==> config.mk <==
export PLATFORM = sky130hd
export DESIGN_NAME = reloadClkDiv
export DESIGN_NICKNAME = d
export VERILOG_FILES = /design/src/rtl/clkdivPkg.sv /design/src/rtl/clkdivRegs.sv /design/src/rtl/clkdivCore.sv /design/src/rtl/reloadClkDiv.sv
export SDC_FILE = /design/constraint.sdc
export NUM_CORES = 1
export LEC_CHECK = 0
export BUFFER_PORTS_ARGS = -buffer_cell sky130_fd_sc_hd__buf_2
export CAP_MARGIN = 20
export CORE_UTILIZATION = 25
export CTS_CLUSTER_SIZE = 40
export DETAILED_ROUTE_END_ITERATION = 8
export MAX_ROUTING_LAYER = met4
export PLACE_DENSITY = 0.42
export SETUP_SLACK_MARGIN = 0.4
export SYNTH_ARGS = -nofsm -noshare
export SYNTH_HDL_FRONTEND = slang
export SYNTH_SLANG_ARGS = --single-unit
==> constraint.sdc <==
create_clock -name clk -period 5.37 [get_ports clk]
set_input_delay 0.2685 -clock clk [delete_from_list [all_inputs] [get_ports clk]]
set_output_delay 0.2685 -clock clk [all_outputs]
set_load 0.02 [all_outputs]
==> src/rtl/clkdivPkg.sv <==
package clkdivPkg;
  localparam int RATIO_W = 6;
  typedef logic [RATIO_W-1:0] ratio_t;

  // Strobes handed from the register side to the divider datapath
  typedef struct packed {
    logic   loadReq;
    ratio_t loadRatio;
    logic   run;
  } strobe_t;

  // Round a requested ratio into the supported set {lo..mid, top}
  function automatic ratio_t legalizeRatio(ratio_t raw, ratio_t lo, ratio_t mid, ratio_t top);
    if (raw <= lo)       return lo;
    else if (raw <= mid) return raw;
    else                 return top;
  endfunction
endpackage

==> src/rtl/clkdivRegs.sv <==
module clkdivRegs
  import clkdivPkg::*;
#(
  parameter int     ADDR_W       = 4,
  parameter int     DATA_W       = 32,
  parameter int     RATIO_OFFSET = 4,
  parameter int     RATIO_LSB    = 8,
  parameter int     FORCE_BIT    = 1,
  parameter int     TRIG_BIT     = 8,
  parameter int     ENABLE_BIT   = 17,
  parameter bit     HAS_ENABLE   = 1'b1,
  parameter ratio_t RESET_RATIO  = 6'd8
) (
  input  logic              clk,
  input  logic              rstN,
  input  logic              wrEn,
  input  logic [ADDR_W-1:0] addr,
  input  logic [DATA_W-1:0] wrData,
  output logic [DATA_W-1:0] rdData,
  output strobe_t           strobes
);
  localparam logic [ADDR_W-1:0] CTRL_ADDR  = '0;
  localparam logic [ADDR_W-1:0] RATIO_ADDR = ADDR_W'(RATIO_OFFSET);

  logic   forceQ, trigQ, enQ;
  ratio_t shadowQ;
  logic   ctrlHit, ratioHit;

  assign ctrlHit  = wrEn && (addr == CTRL_ADDR);
  assign ratioHit = wrEn && (addr == RATIO_ADDR);

  always_ff @(posedge clk) begin
    if (!rstN) begin
      forceQ  <= 1'b0;
      trigQ   <= 1'b0;
      enQ     <= 1'b0;
      shadowQ <= RESET_RATIO;
    end else begin
      if (ctrlHit) begin
        forceQ <= wrData[FORCE_BIT];
        trigQ  <= wrData[TRIG_BIT];
        enQ    <= HAS_ENABLE && wrData[ENABLE_BIT];
      end
      if (ratioHit) shadowQ <= wrData[RATIO_LSB +: RATIO_W];
    end
  end

  // Reload on a rising trigger with force set in the same word
  always_comb begin
    strobes.loadReq   = ctrlHit && wrData[TRIG_BIT] && wrData[FORCE_BIT] && !trigQ;
    strobes.loadRatio = shadowQ;
  end

  generate
    if (HAS_ENABLE) begin : g_gated
      assign strobes.run = enQ;
    end else begin : g_free
      assign strobes.run = 1'b1;
    end
  endgenerate

  always_comb begin
    rdData = '0;
    if (addr == CTRL_ADDR) begin
      rdData[FORCE_BIT]  = forceQ;
      rdData[TRIG_BIT]   = trigQ;
      rdData[ENABLE_BIT] = enQ;
    end else if (addr == RATIO_ADDR) begin
      rdData[RATIO_LSB +: RATIO_W] = shadowQ;
    end
  end
endmodule

==> src/rtl/clkdivCore.sv <==
module clkdivCore
  import clkdivPkg::*;
#(
  parameter ratio_t RESET_RATIO = 6'd8,
  parameter ratio_t MIN_RATIO   = 6'd4,
  parameter ratio_t MID_RATIO   = 6'd6,
  parameter ratio_t TOP_RATIO   = 6'd8
) (
  input  logic    clk,
  input  logic    rstN,
  input  strobe_t strobes,
  output logic    divOut
);
  localparam ratio_t ONE = ratio_t'(1);

  ratio_t actQ, pendQ, cntQ;
  logic   pendValidQ, outQ;
  ratio_t actNext, cntNext;
  logic   applyNow, lastCnt, outNext;

  always_comb begin
    lastCnt  = (cntQ == actQ - ONE);
    applyNow = 1'b0;
    actNext  = actQ;
    cntNext  = cntQ + ONE;
    if (!strobes.run) begin
      // Idle sits at the period boundary so that a start gives a full period
      applyNow = pendValidQ;
      if (applyNow) actNext = pendQ;
      cntNext = actNext - ONE;
    end else if (lastCnt) begin
      applyNow = pendValidQ;
      if (applyNow) actNext = pendQ;
      cntNext = '0;
    end
    outNext = strobes.run && (cntNext < (actNext >> 1));
  end

  always_ff @(posedge clk) begin
    if (!rstN) begin
      actQ       <= RESET_RATIO;
      cntQ       <= RESET_RATIO - ONE;
      pendQ      <= RESET_RATIO;
      pendValidQ <= 1'b0;
      outQ       <= 1'b0;
    end else begin
      actQ <= actNext;
      cntQ <= cntNext;
      outQ <= outNext;
      if (strobes.loadReq) begin
        pendQ      <= legalizeRatio(strobes.loadRatio, MIN_RATIO, MID_RATIO, TOP_RATIO);
        pendValidQ <= 1'b1;
      end else if (applyNow) begin
        pendValidQ <= 1'b0;
      end
    end
  end

  assign divOut = outQ;
endmodule

==> src/rtl/reloadClkDiv.sv <==
module reloadClkDiv
  import clkdivPkg::*;
#(
  parameter int ADDR_W        = 4,
  parameter int RATIO_OFFSET  = 4,
  parameter int ENABLE_OFFSET = 16,
  parameter bit HAS_ENABLE    = 1'b1
) (
  input  logic              clk,
  input  logic              rstN,
  input  logic              wrEn,
  input  logic [ADDR_W-1:0] addr,
  input  logic [31:0]       wrData,
  output logic [31:0]       rdData,
  output logic              divOut
);
  localparam int     DATA_W     = 32;
  localparam int     FORCE_BIT  = 1;
  localparam int     TRIG_BIT   = 8;
  localparam int     RATIO_LSB  = 8;
  localparam int     ENABLE_BIT = FORCE_BIT + ENABLE_OFFSET;
  localparam ratio_t MIN_RATIO  = 6'd4;
  localparam ratio_t MID_RATIO  = 6'd6;
  localparam ratio_t TOP_RATIO  = 6'd8;

  strobe_t strobes;

  clkdivRegs #(
    .ADDR_W(ADDR_W), .DATA_W(DATA_W), .RATIO_OFFSET(RATIO_OFFSET),
    .RATIO_LSB(RATIO_LSB), .FORCE_BIT(FORCE_BIT), .TRIG_BIT(TRIG_BIT),
    .ENABLE_BIT(ENABLE_BIT), .HAS_ENABLE(HAS_ENABLE), .RESET_RATIO(TOP_RATIO)
  ) u_regs (
    .clk(clk), .rstN(rstN), .wrEn(wrEn), .addr(addr),
    .wrData(wrData), .rdData(rdData), .strobes(strobes)
  );

  clkdivCore #(
    .RESET_RATIO(TOP_RATIO), .MIN_RATIO(MIN_RATIO),
    .MID_RATIO(MID_RATIO), .TOP_RATIO(TOP_RATIO)
  ) u_core (
    .clk(clk), .rstN(rstN), .strobes(strobes), .divOut(divOut)
  );
endmodule

==> metrics.yaml <==
syn_area_per_cell_sq_um: 8.61
cts.clk_slew.worst_paths_ns: 0.07
dp_hpwl_mm: 3.41
synth_area_sq_um: 2000
ys_async_sr_fraction_pct: 0
cts_made_buffers: 5
fmax_mhz: 313
placed_cells: 344
drive_above_1_share_pct: 14.8
vias_per_cell: 4.46
clk_latency_ns: 0.28
coreArea_sq_um: 7730
ir_drop_v: 0.000115
grt-ovfl-total: 0
cp_slowest_cell: "dfxtp_1"
grt_max_degree: 21
synth_ff_type: "dfxtp_1"
ioPinCount: 72
cap_violations: 0
antenna_found_initial: 0
cp.arrival_ns: 3.37
relSlewSlack_pct: 53.1
ys_seq_area_share_pct: 29.1
antenna_left: 0
ctsHtreeMaxLevel: 2
grt_usage_pct: 12.2
finalCritPeriodShare_pct: 59.4
tightest_slew_ns: 0.703
hold_viol_final: 0
period_needed_ns: 3.19
drt_iter0_markers: 76
path_delay_family: "compound AO/OA/AOI/OAI gates"
post_cts_resized: 0
die_w_microns: 91.4
tns_ns: 0
synthCells: 232
crit_path_max_fanout: 12
grt_pass1_wl_mm: 7.69
critPathKind: "reg -> reg"
crit_required_ns: 5.55
hold_class: "in -> reg"
postPlaceCellArea_sq_um: 2080
initial_utilization_pct: 25.8
multiInputGateArea_sq_um: 1240
ctsRootBufferMaster: "clkbuf_8"
area_growth_syn_to_layout_pct: 10.2
rsz0062_at_grt: "false"
first_pass_iters: 4
cts_tree: "yes"
wl_per_cell_microns: 12.6
status: "completed"
final_area_sq_um: 2200
synth.distinct_cells: 45
rows: 32
startpoint_type: "flop"
path_cells: "inv_1 > ha_1 > or3_4 > a31o_4 > o21ai_4 > o21ai_0 > ha_1 > a21oi_1 > nor2b_1 > o21ai_0 > nand4b_1 > a311oi_1"
endpoint_kind: "flop"
dieArea_sq_um: 8350
wirelength_mm: 4.44
cts_buffer_depth: 2
synth-edff-count: 0
fin_nets: 295
max_stage_delay_ns: 0.44
crit_buf_inv: 1
fin_worst_skew_ns: 0.00706
num_vias: 1570
port_buffers: 23
regArea_sq_um: 581
cts_sinks: 29
slew_violations: 0
drc: 0
instances_no_fill: 352
grt_pass1_vias: 1526
place.gp.congestion: 0.756
synth_seq_cells: 29
holdBufCountCts: 0
die_h_microns: 91.4
p_per_area_nw_per_um2: 222
power.leakage_nw: 0.913
antenna_cells: 0
postCtsSetupBuffers: 0
yosys_warnings: 0
setup_viol: 0
fill_cells: 847
-- worst register-to-register path, stage by stage (launching register included) --
cell,delay [ns]
dfxtp_1,0.44
inv_1,0.12
ha_1,0.24
or3_4,0.40
a31o_4,0.27
o21ai_4,0.37
o21ai_0,0.19
ha_1,0.32
a21oi_1,0.16
nor2b_1,0.06
o21ai_0,0.13
nand4b_1,0.11
a311oi_1,0.27
-- logic make-up (layout without fill, tap and decap cells) --
kind of cell    count (synthesis)  in the layout  synth area share (%)
simple gates                   74             74                  19.4
compound gates                 41             41                  15.4
xor+xnor                       13             13                  5.70
mux                            25             25                  12.6
fa+ha+maj                       7              7                  4.39
flops                          29             29                  29.1
buf+inv                        42             37                  13.3
other cells                     1             24                 0.188
-- synthesized netlist by cell type (2+ instances only) --
cell type,n,area (sq um)
buf_6,2,22.5
xnor2_1,7,61.3
o22ai_1,4,25.0
o32ai_1,2,17.5
a21oi_1,6,30.0
nand2_1,19,71.3
buf_2,2,10.0
nor2_1,20,75.1
o21ai_0,9,45.0
inv_1,5,18.8
nor2b_1,3,18.8
o211ai_1,2,15.0
xor2_1,6,52.6
a211oi_1,5,37.5
nor3_1,8,40.0
or3_1,3,18.8
ha_1,7,87.6
nand3_1,3,15.0
buf_4,24,180
dfxtp_1,29,581
nor3b_1,5,37.5
mux2i_1,24,240
clkbuf_1,8,30.0
and3_1,6,37.5
a31oi_1,3,18.8
-- flip-flops by register name (all words and copies together), names as in the netlist --
name / flops
u_regs.shadowQ: 6
u_regs.forceQ: 1
u_core.divOut: 1
u_core.actQ: 6
u_regs.enQ: 1
u_core.cntQ: 6
u_regs.trigQ: 1
u_core.pendQ: 6
u_core.pendValidQ: 1
-- layout make-up --
type / instances / area share, %
Multi-Input combinational cell: 184 / 56.3
Sequential cell: 29 / 26.4
Tap cell: 102 / 5.80
Timing Repair Buffer: 23 / 5.23
Clock buffer: 7 / 3.92
Clock inverter: 1 / 1.37
Inverter: 6 / 1.02
-- power breakdown --
part	internal [W]	switching, W
clock	0.000151	0.0000831
sequential	0.000216	0.00000148
combinational	0.00000852	0.0000289
-- placed cells by master, fill, tap and decap left out, drive strengths merged, types with 7 or more instances in the layout --
master	instances
nand2	19
conb	24
mux2i	24
o21ai	11
nor3	9
xnor2	7
buf	23
clkbuf	7
nor2	20
dfxtp	29
ha	7
-- path summary, 6_finish.rpt --
kind	startpoint	end	slack, ns	cells after the start
worst max register to register	u_core.actQ[0]	u_core.divOut	2.18	12
worst min register to register	u_regs.forceQ	u_regs.forceQ	0.50	2
worst max-delay path	u_core.actQ[0]	u_core.divOut	2.18	12
worst min-delay path	wrData[11]	u_regs.shadowQ[3]	0.20	3
-- layer usage --
| layer | track usage (%) | routed length, microns | share of wire, % |
|---|---|---|---|
| met4 | 4.76 | 74 | 1.7 |
| met1 | 15.9 | 2210 | 50 |
| met2 | 18.5 | 1980 | 45 |
| met5 | - | 0 | 0 |
| met3 | 2.26 | 177 | 4.0 |
-- metrics by stage --
stage / hold WS, ns / util [%] / total power [W] / setup WS (ns)
6_report: 0.196 / 28.5 / 0.000489 / 2.18
5_1_grt: 0.201 / 28.5 / 0.000512 / 1.87
4_1_cts: 0.189 / 28.5 / 0.000496 / 2.12
3_5_place_dp: 0.486 / 27.0 / 0.000260 / 2.15
3_3_place_gp: 0.471 / 27.0 / 0.000260 / 2.16
2_1_floorplan: 0.394 / - / 0.000264 / 2.66
Note: power is estimated with default switching activity, not from simulation.
